[config.mk]
export PLATFORM = sky130hd
export DESIGN_NAME = pmu_handshake_seq
export DESIGN_NICKNAME = d
export VERILOG_FILES = /design/src/rtl/pmhs_pkg.sv /design/src/rtl/pmhs_unit_model.sv /design/src/rtl/pmhs_poll_timer.sv /design/src/rtl/pmhs_regs.sv /design/src/rtl/pmhs_fsm.sv /design/src/rtl/pmu_handshake_seq.sv
export SDC_FILE = /design/constraint.sdc
export NUM_CORES = 1
export LEC_CHECK = 0
export BUFFER_PORTS_ARGS = -buffer_cell sky130_fd_sc_hd__buf_4
export CORE_ASPECT_RATIO = 1.75
export CORE_MARGIN = 5
export CORE_UTILIZATION = 50
export CTS_CLUSTER_SIZE = 12
export DETAILED_ROUTE_END_ITERATION = 8
export PLACE_DENSITY_LB_ADDON = 0.25
export SETUP_SLACK_MARGIN = 0.4
export SYNTH_ARGS = -nofsm -noshare
export SYNTH_HDL_FRONTEND = slang
export SYNTH_SLANG_ARGS = --single-unit
export TNS_END_PERCENT = 30
[constraint.sdc]
create_clock -name clk -period 3.9 [get_ports clk]
set_input_delay 0.195 -clock clk [delete_from_list [all_inputs] [get_ports clk]]
set_output_delay 0.195 -clock clk [all_outputs]
set_load 0.1 [all_outputs]
[src/rtl/pmhs_pkg.sv]
package pmhs_pkg;
    localparam int unsigned OFS_STATUS = 0;
    localparam int unsigned OFS_CONFIG = 4;
    localparam int unsigned NUM_UNITS  = 2;

    localparam logic [1:0] PS_D0 = 2'd0;
    localparam logic [1:0] PS_D3 = 2'd3;

    typedef enum logic [3:0] {
        S_IDLE,
        S_OFF_REQ,
        S_OFF_WAIT,
        S_OFF_RESET,
        S_ON_CLR,
        S_ON_RELEASE,
        S_ON_REQ,
        S_ON_WAIT,
        S_FINISH
    } seq_state_e;
endpackage

[src/rtl/pmhs_unit_model.sv]
module pmhs_unit_model #(
    parameter int unsigned DLY_W = 16
) (
    input  logic             clk,
    input  logic             rst_n,
    input  logic [1:0]       target,
    input  logic [DLY_W-1:0] delay,
    output logic [1:0]       cur
);
    logic [DLY_W-1:0] cnt;

    always_ff @(posedge clk or negedge rst_n) begin
        if (!rst_n) begin
            cur <= 2'd0;
            cnt <= '0;
        end else if (cur == target) begin
            cnt <= '0;
        end else if (cnt >= delay) begin
            cur <= target;
            cnt <= '0;
        end else begin
            cnt <= cnt + DLY_W'(1);
        end
    end

    AST_UNIT_MOVES_TO_TARGET: assert property (@(posedge clk) disable iff (!rst_n)
        !$stable(cur) |-> (cur == $past(target)));
endmodule

[src/rtl/pmhs_poll_timer.sv]
module pmhs_poll_timer #(
    parameter int unsigned POLL_INT      = 8,
    parameter int unsigned TIMEOUT_POLLS = 1000
) (
    input  logic clk,
    input  logic rst_n,
    input  logic en,
    output logic tick,
    output logic expired
);
    localparam int unsigned ICNT_W = $clog2(POLL_INT + 1);
    localparam int unsigned PCNT_W = $clog2(TIMEOUT_POLLS + 1);

    logic [ICNT_W-1:0] icnt;
    logic [PCNT_W-1:0] pcnt;

    always_ff @(posedge clk or negedge rst_n) begin
        if (!rst_n) begin
            icnt <= '0;
            pcnt <= '0;
        end else if (!en) begin
            icnt <= '0;
            pcnt <= '0;
        end else if (icnt == ICNT_W'(POLL_INT - 1)) begin
            icnt <= '0;
            if (pcnt != PCNT_W'(TIMEOUT_POLLS))
                pcnt <= pcnt + PCNT_W'(1);
        end else begin
            icnt <= icnt + ICNT_W'(1);
        end
    end

    assign tick    = en && (icnt == ICNT_W'(POLL_INT - 1));
    assign expired = tick && (pcnt == PCNT_W'(TIMEOUT_POLLS - 1));

    AST_POLL_COUNT_BOUND: assert property (@(posedge clk) disable iff (!rst_n)
        pcnt <= PCNT_W'(TIMEOUT_POLLS));
endmodule

[src/rtl/pmhs_regs.sv]
module pmhs_regs
    import pmhs_pkg::*;
#(
    parameter int unsigned ADDR_W = 4,
    parameter int unsigned DATA_W = 32
) (
    input  logic              clk,
    input  logic              rst_n,
    input  logic              wr,
    input  logic [ADDR_W-1:0] addr,
    input  logic [DATA_W-1:0] wdata,
    input  logic              seq_wr,
    input  logic [1:0]        seq_state,
    input  logic [1:0]        u2_cur,
    input  logic [1:0]        u3_cur,
    output logic [DATA_W-1:0] rdata,
    output logic [1:0]        cfg_req,
    output logic              cfg_wake
);
    logic hit_status;
    logic hit_config;
    logic unused_wdata;

    assign hit_status   = (addr == ADDR_W'(OFS_STATUS));
    assign hit_config   = (addr == ADDR_W'(OFS_CONFIG));
    assign unused_wdata = ^{wdata[DATA_W-1:6], wdata[2:0]};

    always_ff @(posedge clk or negedge rst_n) begin
        if (!rst_n) begin
            cfg_req  <= PS_D0;
            cfg_wake <= 1'b0;
        end else if (seq_wr) begin
            cfg_req  <= seq_state;
            cfg_wake <= 1'b1;
        end else if (wr && hit_config) begin
            cfg_req  <= wdata[5:4];
            cfg_wake <= wdata[3];
        end
    end

    always_comb begin
        rdata = '0;
        if (hit_status) begin
            rdata[1:0] = u2_cur;
            rdata[4:3] = u3_cur;
        end else if (hit_config) begin
            rdata[5:4] = cfg_req;
            rdata[3]   = cfg_wake;
        end
    end

    AST_SEQ_WR_SETS_WAKE: assert property (@(posedge clk) disable iff (!rst_n)
        seq_wr |=> (cfg_wake && (cfg_req == $past(seq_state))));
endmodule

[src/rtl/pmhs_fsm.sv]
module pmhs_fsm
    import pmhs_pkg::*;
(
    input  logic       clk,
    input  logic       rst_n,
    input  logic       hib_mode,
    input  logic       off_evt,
    input  logic       on_evt,
    input  logic       poll_tick,
    input  logic       poll_expired,
    input  logic       match,
    output logic       seq_wr,
    output logic [1:0] seq_state,
    output logic       poll_en,
    output logic       wake_clr,
    output logic       rst_out,
    output logic       done,
    output logic       err
);
    seq_state_e state, state_nx;
    logic waiting;
    logic poll_end;
    logic rst_set;
    logic rst_clr;

    assign waiting  = (state == S_OFF_WAIT) || (state == S_ON_WAIT);
    assign poll_end = poll_tick && (match || poll_expired);

    always_ff @(posedge clk or negedge rst_n) begin
        if (!rst_n) state <= S_IDLE;
        else        state <= state_nx;
    end

    always_comb begin
        state_nx = state;
        unique case (state)
            S_IDLE: begin
                if (hib_mode && off_evt)     state_nx = S_OFF_REQ;
                else if (hib_mode && on_evt) state_nx = S_ON_CLR;
            end
            S_OFF_REQ:    state_nx = S_OFF_WAIT;
            S_OFF_WAIT:   if (poll_end) state_nx = S_OFF_RESET;
            S_OFF_RESET:  state_nx = S_FINISH;
            S_ON_CLR:     state_nx = S_ON_RELEASE;
            S_ON_RELEASE: state_nx = S_ON_REQ;
            S_ON_REQ:     state_nx = S_ON_WAIT;
            S_ON_WAIT:    if (poll_end) state_nx = S_FINISH;
            S_FINISH:     state_nx = S_IDLE;
            default:      state_nx = S_IDLE;
        endcase
    end

    always_comb begin
        seq_wr    = 1'b0;
        seq_state = PS_D0;
        poll_en   = 1'b0;
        wake_clr  = 1'b0;
        rst_set   = 1'b0;
        rst_clr   = 1'b0;
        done      = 1'b0;
        unique case (state)
            S_OFF_REQ: begin
                seq_wr    = 1'b1;
                seq_state = PS_D3;
            end
            S_ON_REQ: begin
                seq_wr    = 1'b1;
                seq_state = PS_D0;
            end
            S_OFF_WAIT, S_ON_WAIT: poll_en = 1'b1;
            S_OFF_RESET:  rst_set  = 1'b1;
            S_ON_CLR:     wake_clr = 1'b1;
            S_ON_RELEASE: rst_clr  = 1'b1;
            S_FINISH:     done     = 1'b1;
            default: ;
        endcase
    end

    always_ff @(posedge clk or negedge rst_n) begin
        if (!rst_n)       rst_out <= 1'b0;
        else if (rst_set) rst_out <= 1'b1;
        else if (rst_clr) rst_out <= 1'b0;
    end

    always_ff @(posedge clk or negedge rst_n) begin
        if (!rst_n)
            err <= 1'b0;
        else if (waiting && poll_tick && !match && poll_expired)
            err <= 1'b1;
    end

    AST_DONE_ONE_CYCLE: assert property (@(posedge clk) disable iff (!rst_n)
        done |=> !done);
    AST_ERR_STICKY: assert property (@(posedge clk) disable iff (!rst_n)
        err |=> err);
    AST_HIB_GATE: assert property (@(posedge clk) disable iff (!rst_n)
        (state == S_IDLE && !hib_mode) |=> (state == S_IDLE));
endmodule

[src/rtl/pmu_handshake_seq.sv]
module pmu_handshake_seq
    import pmhs_pkg::*;
#(
    parameter int unsigned ADDR_W        = 4,
    parameter int unsigned DATA_W        = 32,
    parameter int unsigned DLY_W         = 16,
    parameter int unsigned POLL_INT      = 8,
    parameter int unsigned TIMEOUT_POLLS = 1000
) (
    input  logic              clk,
    input  logic              rst_n,
    input  logic              reg_wr,
    input  logic [ADDR_W-1:0] reg_addr,
    input  logic [DATA_W-1:0] reg_wdata,
    output logic [DATA_W-1:0] reg_rdata,
    input  logic              hib_mode,
    input  logic              dom_off_evt,
    input  logic              dom_on_evt,
    input  logic [DLY_W-1:0]  usb2_delay,
    input  logic [DLY_W-1:0]  usb3_delay,
    output logic              wake_clr,
    output logic              nonsticky_rst,
    output logic              seq_done,
    output logic              seq_err
);
    logic [1:0]       unit_cur [NUM_UNITS];
    logic [DLY_W-1:0] unit_dly [NUM_UNITS];
    logic [1:0]       cfg_req;
    logic             cfg_wake;
    logic             seq_wr;
    logic [1:0]       seq_state;
    logic             poll_en;
    logic             poll_tick;
    logic             poll_expired;
    logic             all_match;

    assign unit_dly[0] = usb2_delay;
    assign unit_dly[1] = usb3_delay;

    for (genvar g = 0; g < NUM_UNITS; g++) begin : g_unit
        pmhs_unit_model #(.DLY_W(DLY_W)) u_unit (
            .clk   (clk),
            .rst_n (rst_n),
            .target(cfg_req),
            .delay (unit_dly[g]),
            .cur   (unit_cur[g])
        );
    end

    always_comb begin
        all_match = 1'b1;
        for (int i = 0; i < NUM_UNITS; i++)
            if (unit_cur[i] != cfg_req) all_match = 1'b0;
    end

    pmhs_regs #(.ADDR_W(ADDR_W), .DATA_W(DATA_W)) u_regs (
        .clk      (clk),
        .rst_n    (rst_n),
        .wr       (reg_wr),
        .addr     (reg_addr),
        .wdata    (reg_wdata),
        .seq_wr   (seq_wr),
        .seq_state(seq_state),
        .u2_cur   (unit_cur[0]),
        .u3_cur   (unit_cur[1]),
        .rdata    (reg_rdata),
        .cfg_req  (cfg_req),
        .cfg_wake (cfg_wake)
    );

    pmhs_poll_timer #(.POLL_INT(POLL_INT), .TIMEOUT_POLLS(TIMEOUT_POLLS)) u_timer (
        .clk    (clk),
        .rst_n  (rst_n),
        .en     (poll_en),
        .tick   (poll_tick),
        .expired(poll_expired)
    );

    pmhs_fsm u_fsm (
        .clk         (clk),
        .rst_n       (rst_n),
        .hib_mode    (hib_mode),
        .off_evt     (dom_off_evt),
        .on_evt      (dom_on_evt),
        .poll_tick   (poll_tick),
        .poll_expired(poll_expired),
        .match       (all_match),
        .seq_wr      (seq_wr),
        .seq_state   (seq_state),
        .poll_en     (poll_en),
        .wake_clr    (wake_clr),
        .rst_out     (nonsticky_rst),
        .done        (seq_done),
        .err         (seq_err)
    );

    AST_RST_RISE_AT_D3: assert property (@(posedge clk) disable iff (!rst_n)
        $rose(nonsticky_rst) |-> (cfg_req == PS_D3));
    AST_DONE_NEEDS_MATCH: assert property (@(posedge clk) disable iff (!rst_n)
        (seq_done && !seq_err) |-> all_match);
endmodule

Yosys cells after proc, flatten, opt, wreduce, memory -nomap -nowiden

Cells that the tools add are included.

Add/sub/neg operators: 4
Reduce and logical (&&, ||, !) cells: 22
Bitwise operators: 2
Mux-type cells: 33
Equal/unequal tests: 21
Order comparisons: 2

Operators with widths:

| kind                    | number |
|---|---|
| $mux W16                | 4 |
| $add A16 B1 Y16 const B | 2 |
| $ge A16 B16 Y1          | 2 |
| $pmux W4 S8             | 1 |
| $mux W10                | 3 |
| $eq A4 B3 Y1 const B    | 6 |
| $mux W4                 | 6 |
| $mux W1                 | 13 |
| $add A10 B1 Y10 const B | 1 |
| $eq A10 B10 Y1 const B  | 1 |
| $mux W2                 | 5 |
| $ne A10 B10 Y1 const B  | 1 |
| $logic_and A1 B1 Y1     | 9 |
| $eq A4 B2 Y1 const B    | 2 |
| $logic_not A4 Y1        | 2 |
| $reduce_and A2 Y1       | 3 |
| $add A4 B1 Y4 const B   | 1 |
| $eq A2 B2 Y1            | 2 |
| $eq A4 B1 Y1 const B    | 1 |
| $eq A4 B4 Y1 const B    | 1 |
| $ne A2 B1 Y1 const B    | 2 |
| $ne A2 B2 Y1            | 2 |
| $ne A2 B2 Y1 const B    | 2 |
| $reduce_bool A2 Y1      | 2 |
| other kinds (7)         | 10 |

Word-level logic and storage cells: 95
Output and inout port bits: 36
Register bits: 59
Bits of input ports: 74

Depth between registers and ports, before layout

Gate-level depths: netlist of run 1.

Word-level depth: 9
Depth in mapped cells: 9
Gate-level depth less buffers: 7

Modules after synthesis

A second synthesis of run 1 with hierarchy kept.

Cell total of the unflattened synthesis: 447
Area total of the unflattened synthesis: 4150.2 um2

By module, submodules not included:

| module            | sequential area each (um2) | area each (um2) | cells an instance | instances |
|---|---|---|---|---|
| pmhs_unit_model   | 450.4                      | 1236.2          | 136               | 2 |
| pmhs_poll_timer   | 350.3                      | 792.0           | 75                | 1 |
| pmhs_regs         | 75.1                       | 454.2           | 54                | 1 |
| pmhs_fsm          | 150.1                      | 401.6           | 41                | 1 |
| pmu_handshake_seq | 0.0                        | 30.0            | 5                 | 1 |

Worst setup path before layout of run 1

No wires, ideal clock.

Path kind: reg2out
Start: reg u_fsm.state[1]
End: out seq_done
Path buffers: 2
Setup slack: -0.139 ns
Arrival time: 3.844 ns
Required time: 3.705 ns
Stages on the path, launching flop included: 4
Cells stage by stage: dfrtp_1 > clkbuf_1 > clkbuf_1 > nor4b_1

Cells in the longest elaborated chain, start to end: 2

Ends and longest elaborated chain:

| what                   | line                    | RTL |
|---|---|---|
| from (decl)            | pmhs_fsm.sv:20          | `seq_state_e state, state_nx;` |
| from (signal assigned) | pmhs_fsm.sv:31          | `else state <= state_nx;` |
| $eq A4 B4 Y1           | pmhs_fsm.sv:61          | `unique case (state)` |
| $mux W1                | pmhs_fsm.sv:61          |  |
| to (decl)              | pmu_handshake_seq.sv:23 | `output logic seq_done,` |

Every way passes these cells.

Worst setup path after layout of run 1

Start: reg g_unit[1].u_unit.cnt[0]
End: reg g_unit[1].u_unit.cnt[14]

Cells in the longest elaborated chain, start to end: 3
Elaborated cells between the ends (all ways): 4
Those cells by class: add/sub (1); order compare (1); mux (2)

Ends and longest elaborated chain:

| what                                              | line                                         | RTL |
|---|---|---|
| from (decl)                                       | pmhs_unit_model.sv:10                        | `logic [DLY_W-1:0] cnt;` |
| from (signal assigned)                            | pmhs_unit_model.sv:22                        | `cnt <= cnt + DLY_W'(1);` |
| $add A16 B1 Y16 or $ge A16 B16 Y1 (tied branches) | pmhs_unit_model.sv:22, pmhs_unit_model.sv:18 |  |
| $mux W16 *                                        | pmhs_unit_model.sv:18                        | `end else if (cnt >= delay) begin` |
| $mux W16 *                                        | pmhs_unit_model.sv:16                        | `end else if (cur == target) begin` |

Mark *: on every way between the ends. The rest lies on a longest branch, timed or not.
A chain may end at the register's enable or synchronous reset.

==> key figures, run 1 <==
STA
  – Clk_skew: 0.00450 ns
  – Slew headroom: 45.1%
  – Endpoints failing setup: 0
  – Pins Over Slew Limit: 0
  – Worst Tran Pin Value: 0.814 ns
  – RSZ-0062 raised after global routing: no
  – Fmax: 400 MHz
  – Min cycle time layout: between 2 and 3 ns
  – Final period util: approximately 64%
  – Fin. Hold Viols: 0
  – Accumulated negative setup slack: 0 ns

Power
  – Reg power frac: 36.4%
  – Sw Share: around two fifths
  – Worst VDD drop: 0.295 mV
  – Clk network pwr share: 29.7%
  – Net switching power: 937 µW
  – Power per cell area: between 500 and 600 nW/µm²
  – Cell Int Power: 1.46 mW
  – Logic gate share of total power: 33.9%
  – Static leakage: 2.33 nW

Synth
  – Largest family of logic cells by synthesized area: simple AND/OR/NAND/NOR gates
  – Simple-gate share of the synthesized area: approximately a fifth
  – Synth Cell Area: 4010 µm²
  – Yosys reg bits: 59
  – Synth Area in Compound Gates: 8.42%
  – Register area share after synthesis: between 30% and 40%
  – Post-Synthesis Cells: between 400 and 500
  – Post-synthesis mux area share: 2.65%
  – Number of flops mapped to enable cells by yosys: 0
  – Adder-Cell Fraction of Synth Area: 11.5%
  – Synth Area per Inst: about 9.0 µm²
  – Distinct cells, synth: 49
  – Synth Flop Type: dfrtp_1
  – Synth Area in XOR/XNOR: 9.61%
  – YS warnings: 0
  – Asr flop ratio synth: 100%

CTS
  – Clock-pin slew on the worst setup and hold paths: 0.05 ns
  – TritonCTS clock tree: done
  – Clk buf depth: 2
  – H-tree Lvls: 3
  – Cts bufs inserted: 9
  – Worst skew pair latency: 0.32 ns
  – Root Driver: clkbuf_16
  – Sinks on Clock Net: 59

Finish
  – Register area: between 1000 and 1500 µm²
  – Final #Nets: 609
  – Ant diodes: 0
  – Non-Filler Instances: ~590
  – End-of-flow core utilization: 58.6%
  – Filler cells: approximately 740
  – Layout cells sized above 1: 15.1%
  – Area grow syn2layout: 15.5%
  – Area of the multi-input gates: 2190 µm²

Placement
  – Cell count after placement: between 500 and 600
  – Port bufs: 53
  – Post-DP HPWL: 6210 µm
  – Routability cong.: 0.850

Floorplanning
  – Core area: 7910 µm²
  – Row cnt: 43
  – I/O pin cnt: 110
  – Starting Density: 50.7%
  – Die width: a little under 80 µm
  – Die extent in y: 128 µm
  – Total Die Area: 9980 µm²

Detailed routing
  – Routed vias: 3,113
  – Drt initial violations: 99
  – Routed wire length on met2: 4720 µm
  – DRC viols: 0
  – Routed vias/inst: about 5.2
  – Met1 wire length: 2930 µm
  – DR WL/cell: 13.6 µm
  – WL met3: roughly 290 µm
  – DRT Pass-1 Iters: 4
  – Routed WL: slightly above 8000 µm
  – Highest Signal Layer: met4
  – Post-DRT Antenna Nets: 0

GRT
  – Grt total ovfl: 0
  – Vias in the first global route: 3,223
  – Gr usage total: 16.7%
  – Antenna violations before repair: 0
  – Largest net degree at the start of global routing: 60
  – Global-route wire length before repair: 13,600 µm

Critical path
  – Crit path from: g_unit[1].u_unit.cnt[0]
  – Worst r2r src: g_unit[1].u_unit.cnt[0]
  – CP endpoint: g_unit[1].u_unit.cnt[14]
  – Reg2reg setup slack: 1.40 ns
  – RR Endpoint: g_unit[1].u_unit.cnt[14]
  – Setup CP Type: register to register
  – WP data required: approximately 4.1 ns
  – Largest fanout on the critical path: 16
  – Critical path capture point type: register
  – CP startpoint kind: register
  – FF-to-FF path depth: 7
  – Crit path DAT: 2.75 ns

Min path
  – Hold WC Path Type: input port to register
  – Hold_sp: reg_wdata[3]

Flow run
  – Max-cap violations: 0

Outcome
  – Outcome: complete, no violations
[power by group through the flow]
stage / Combinational, mW / Sequential, mW / Clock [mW]
after global placement: 0.792 / 0.878 / 0
after detailed placement: 0.815 / 0.881 / 0
after CTS: 0.823 / 0.873 / 0.728
after global routing: 0.907 / 0.897 / 0.758
final: 0.813 / 0.873 / 0.713
after floorplan: 0.752 / 0.814 / 0
[worst min path at each step]
| stage | end | slack (ns) | depth (start not counted) |
|---|---|---|---|
| 2_1_floorplan | g_unit[0].u_unit.cnt[0] | -0.10 | 0 |
| 3_3_place_gp | u_fsm.rst_out | 0.31 | 1 |
| 3_5_place_dp | u_fsm.state[0] | 0.31 | 1 |
| 4_1_cts | u_regs.cfg_wake | 0.09 | 3 |
| 5_1_grt | u_regs.cfg_wake | 0.16 | 3 |
| 6_report | u_regs.cfg_wake | 0.1 | 3 |
[synth_stat cells, drive strengths merged, types with 3 or more instances]
library cell	n	area share [%]
a21oi	20	2.5
ha	37	12
nor4	7	1.1
mux2i	5	1.2
inv	45	4.2
nand3b	4	0.75
dfrtp	59	37
o31ai	4	0.75
clkbuf	9	0.84
or3	4	0.62
mux2	5	1.4
buf	32	6.1
nand2	20	1.9
o21a	3	0.56
nand3	24	3.0
xor2	17	3.7
o21ai	9	1.1
xnor2	27	5.9
nor3	11	1.4
nand4	10	1.6
and3	7	1.1
nor2	60	5.7
[worst max-delay path: stages, from the launching register on]
cell and delay, ns:
dfrtp_1 0.46, inv_1 0.07, ha_1 0.28, nand2b_4 0.15, a2111oi_4 0.34, nor3_1 0.12
or4_1 0.81, nor2_1 0.19
[metal layers]
metal	vias up	global-route usage, %
li1	1562	-
met1	1496	16.1
met4	0	5.97
met3	10	3.99
met5	-	0
met2	45	33.2
[sequential cells by signal, indices dropped and copies added (netlist names)]
| signal | cells |
|---|---|
| g_unit.u_unit.cnt | 32 |
| u_timer.pcnt | 10 |
| g_unit.u_unit.cur | 4 |
| u_fsm.state | 4 |
| u_timer.icnt | 4 |
| u_regs.cfg_req | 2 |
| u_fsm.err | 1 |
| u_fsm.rst_out | 1 |
| u_regs.cfg_wake | 1 |
[repair_timing]
action	in CTS	in global routing
buffers inserted	0	0
endpoints found under the hold margin	59	0
gates resized for setup	0	0
hold buffers	1	0
[cells in the final DEF (no fill, tap or decap), drive strengths merged, types with 9 or more instances in the layout]
cell and n:
o21ai 9, xnor2 27, inv 45, nor3 11, dfrtp 59, nand4 10, buf 53, conb 27
nand2 20, clkbuf 14, xor2 17, a21oi 20, ha 37, nand3 24, nor2 60
[layout make-up]
cell class | instances | area share, %
Tap cell | 90 | 2.43
Sequential cell | 59 | 31.9
Clock inverter | 2 | 0.216
Clock buffer | 14 | 5.70
Inverter | 45 | 3.65
Timing Repair Buffer | 54 | 8.81
Multi-Input combinational cell | 329 | 47.3
[through the flow]
| step | hold WS, ns | total power [mW] | instance area, µm² | setup slack (ns) |
|---|---|---|---|---|
| after floorplan | -0.101 | 1.57 | 4120 | 0.0652 |
| after global placement | 0.311 | 1.67 | 4350 | 1.44 |
| after detailed placement | 0.314 | 1.70 | 4350 | 1.38 |
| after CTS | 0.0907 | 2.42 | 4630 | 1.37 |
| after global routing | 0.155 | 2.56 | 4630 | 1.20 |
| final | 0.0966 | 2.40 | 4630 | 1.40 |
[cells by family (layout without fill, tap and decap cells)]
family | Yosys count | in the layout
simple gates | 160 | 160
buf+inv | 86 | 115
flops | 59 | 59
compound gates | 51 | 51
xor+xnor | 44 | 44
fa+ha+maj | 37 | 37
mux | 10 | 10
other cells | 1 | 27
No activity file was read; power rests on OpenSTA's default activity.
==> inputs of run 2 (changes only) <==
--- a/config.mk
+++ b/config.mk
@@ -5,6 +5,7 @@
 export SDC_FILE = /design/constraint.sdc
 export NUM_CORES = 1
 export LEC_CHECK = 0
+export ABC_AREA = 1
 export BUFFER_PORTS_ARGS = -buffer_cell sky130_fd_sc_hd__buf_4
 export CORE_ASPECT_RATIO = 1.75
 export CORE_MARGIN = 5
==> constraint.sdc (replaced) <==
create_clock -name clk -period 2.4 [get_ports clk]
set_input_delay 0.12 -clock clk [delete_from_list [all_inputs] [get_ports clk]]
set_output_delay 0.12 -clock clk [all_outputs]
set_load 0.1 [all_outputs]
==> run 2 against run 1 <==
- flip-flop and latch count did not move
- highest routed layer unchanged
- hold slack got worse by 0.073 ns
- sequential power rose by 47%
- non-clock buffer count rose by 3
- first-iteration DRC count rose by 79%
- clock-buffer cell count fell by 4
- global-route usage rose by 1.4 points
- critical endpoint is now g_unit[1].u_unit.cnt[11]
- sequential share of layout area fell by 2.3 points
- register-to-register slack got worse by 0.79 ns
- combinational power rose by 86%
==> key figures, run 2 <==
Outcome
  – Outcome: complete, no violations

Min path
  – Hold_sp: reg_wdata[3]
  – Worst hold stages: 3
  – Hold WC Path Type: input port to register
  – Min-Delay Endpoint: u_regs.cfg_wake

GRT
  – Global-route wire length before repair: 15,300 µm
  – Largest net degree at the start of global routing: 60
  – Gr usage total: 18.1%
  – Vias in the first global route: 3,630
  – Grt total ovfl: 0
  – Antenna violations before repair: 0

Placement
  – Cell Area, Placed: approximately 4700 µm²
  – Port bufs: 53
  – Post-DP HPWL: a little over 7000 µm
  – Routability cong.: between 0.8 and 0.9

STA
  – Accumulated negative setup slack: 0 ns
  – Pins Over Slew Limit: 0
  – Fmax: 558 MHz
  – RSZ-0062 raised after global routing: no
  – Min cycle time layout: 1.79 ns
  – Clk_skew: 0.00462 ns
  – Endpoints failing setup: 0
  – Final period util: 74.6%
  – Worst Tran Pin Value: 0.750 ns
  – Fin. Hold Viols: 0
  – Slew headroom: 50.0%

Critical path
  – Largest fanout on the critical path: 16
  – Worst r2r src: g_unit[1].u_unit.cnt[5]
  – CP startpoint kind: register
  – Critical path capture point type: register
  – Setup CP Type: register to register
  – Reg2reg setup slack: 0.61 ns
  – FF-to-FF path depth: 10
  – Crit path DAT: 2.04 ns
  – RR Endpoint: g_unit[1].u_unit.cnt[11]
  – WP data required: between 2 and 3 ns

CTS
  – Post-CTS setup buffer count: 0
  – Root Driver: clkbuf_16
  – H-tree Lvls: 3
  – TritonCTS clock tree: done
  – Sinks on Clock Net: 59
  – Cts bufs inserted: 9
  – Worst skew pair latency: 0.33 ns
  – Clk buf depth: 2
  – Clock-pin slew on the worst setup and hold paths: ~0.050 ns

Floorplanning
  – Core area: 8310 µm²
  – Row cnt: 44
  – I/O pin cnt: 110
  – Total Die Area: ~10,000 µm²
  – Starting Density: 50.9%
  – Die extent in y: roughly 130 µm
  – Die width: 79.5 µm

Detailed routing
  – DR WL/cell: 11.7 µm
  – Drt initial violations: 177
  – Post-DRT Antenna Nets: 0
  – Routed WL: 8980 µm
  – Routed vias: 3,690
  – Routed vias/inst: 4.80
  – DRT Pass-1 Iters: 4
  – DRC viols: 0

Finish
  – Largest regs: g_unit.u_unit.cnt: 32 flops, u_timer.pcnt: 10 flops
  – Area grow syn2layout: 18.0%
  – Design Area, Final: 4990 µm²
  – Ant diodes: 0
  – Largest Register: g_unit.u_unit.cnt
  – Commonest non-fill, non-tap cell in the layout: nand2_1
  – Max reg flops: 32
  – Most frequent cells in the layout: 146 x nand2_1, 95 x inv_1, 77 x nor2_1, 59 x dfrtp_1, 56 x buf_4
  – Layout cells sized above 1: 13.0%
  – Final #Nets: 760

Power
  – Net switching power: 1.63 mW
  – Logic gate share of total power: 36.6%
  – Cell Int Power: 2.49 mW
  – Static leakage: between 2 and 3 nW
  – Sw Share: ~40%
  – Clk network pwr share: 32.3%
  – Worst VDD drop: 0.534 mV
  – Power per cell area: approximately 830 nW/µm²
  – Reg power frac: 31.1%

Synth
  – Synth Area per Inst: 7.21 µm²
  – Distinct cells, synth: 30
  – Number of flops mapped to enable cells by yosys: 0
  – Cell type with the largest total area after synthesis: dfrtp_1
  – Synth Cell Area: approximately 4200 µm²
  – Synth Flop Type: dfrtp_1
  – Most common cell in the netlist: nand2_1
  – Area contributors post-synth: dfrtp_1 35%, nand2_1 13%, ha_1 11%
  – Post-Synthesis Cells: 587
  – YS warnings: 0
  – Yosys reg bits: 59
  – Register area share after synthesis: 34.9%
  – Synth cell count leaders: 146 x nand2_1, 95 x inv_1, 78 x nor2_1
  – Synth top area share: 34.9%
  – Asr flop ratio synth: between 90% and 100%

Flow run
  – Max-cap violations: 0
run 2: changes by cell type after synthesis, moves of 6 or more:
cell,previous run,this run
nand2_1,20,146
inv_1,45,95
xnor2_1,27,6
nor2_1,58,78
nand3_1,24,42
clkbuf_1,9,0
and3_1,7,0
nor4_1,7,0
a21oi_1,20,14
run 2: worst max-delay path by stage:
stage | from | to | slack (ns)
floorplan | u_regs.cfg_req[0] | reg_rdata[4] | 0.32
global placement | g_unit[1].u_unit.cnt[11] | g_unit[1].u_unit.cnt[15] | 0.48
detailed placement | g_unit[1].u_unit.cnt[11] | g_unit[1].u_unit.cnt[11] | 0.39
CTS | g_unit[1].u_unit.cnt[11] | g_unit[1].u_unit.cnt[11] | 0.48
global route | g_unit[0].u_unit.cnt[5] | g_unit[0].u_unit.cnt[11] | 0.42
finish | g_unit[1].u_unit.cnt[5] | g_unit[1].u_unit.cnt[11] | 0.61
run 2: final cells by class:
cell class | count | area [µm²]
timing repair buffer | 57 | 430
clock inverter | 6 | 80.1
multi-input combinational | 426 | 2270
clock buffer | 10 | 229
fill | 771 | 3320
inverter | 96 | 360
sequential | 59 | 1480
tap | 115 | 144
run 2: stage by stage:
step / setup WS (ns) / cells / hold slack, ns / power, mW / utilization (%)
3_3_place_gp: 0.481 / 752 / 0.237 / 2.77 / 56.1
3_5_place_dp: 0.391 / 752 / 0.240 / 2.80 / 56.1
4_1_cts: 0.480 / 769 / 0.0124 / 4.16 / 60.0
5_1_grt: 0.425 / 769 / 0.0132 / 4.40 / 60.0
6_report: 0.609 / 769 / 0.0232 / 4.12 / 60.0
2_1_floorplan: 0.323 / 613 / -0.176 / 2.50 / -
run 2: cells by family (layout without fill, tap and decap cells):
kind of cell / count (synthesis) / in the layout / share of synthesized area (%)
AOI/OAI and AO/OA: 40 / 40 / 5.44
and+or+nand+nor: 297 / 297 / 29.4
xor gates and xnor gates: 25 / 25 / 5.18
DFF: 59 / 59 / 34.9
other: 1 / 27 / 0.0886
adders and majority gates: 37 / 37 / 10.9
buffers and inverters: 128 / 169 / 14.1
run 2: routing by layer:
metal,track usage [%],wire [µm],vias to the layer above
met5,0,0,-
li1,-,-,1909
met3,4.11,344,12
met4,6.41,126,0
met1,18.4,3450,1702
met2,34.8,5060,67
run 2: timing repair:
item                                    in CTS  in global routing
hold buffers                                 1                  0
gates cloned                                 0                  0
endpoints found under the setup margin       3                 16
hold endpoints to repair                    59                  0
pin swaps                                    0                  0
resized for setup                            1                  1
run 2: power groups by stage:
stage	sequential [mW]	combinational, mW	clock (mW)
2_1_floorplan	1.31	1.19	0
3_3_place_gp	1.29	1.48	0
3_5_place_dp	1.30	1.51	0
4_1_cts	1.28	1.52	1.36
5_1_grt	1.30	1.69	1.41
6_report	1.28	1.51	1.33
run 2: critical path, stage by stage (launching register included):
cell and delay (ns):
dfrtp_1 0.44, ha_1 0.31, nand2_1 0.07, inv_1 0.03
nand2_1 0.08, nor2_1 0.05, nor2_1 0.08, nand2_1 0.09
nand2_1 0.19, nand3_4 0.22, nor2_1 0.16
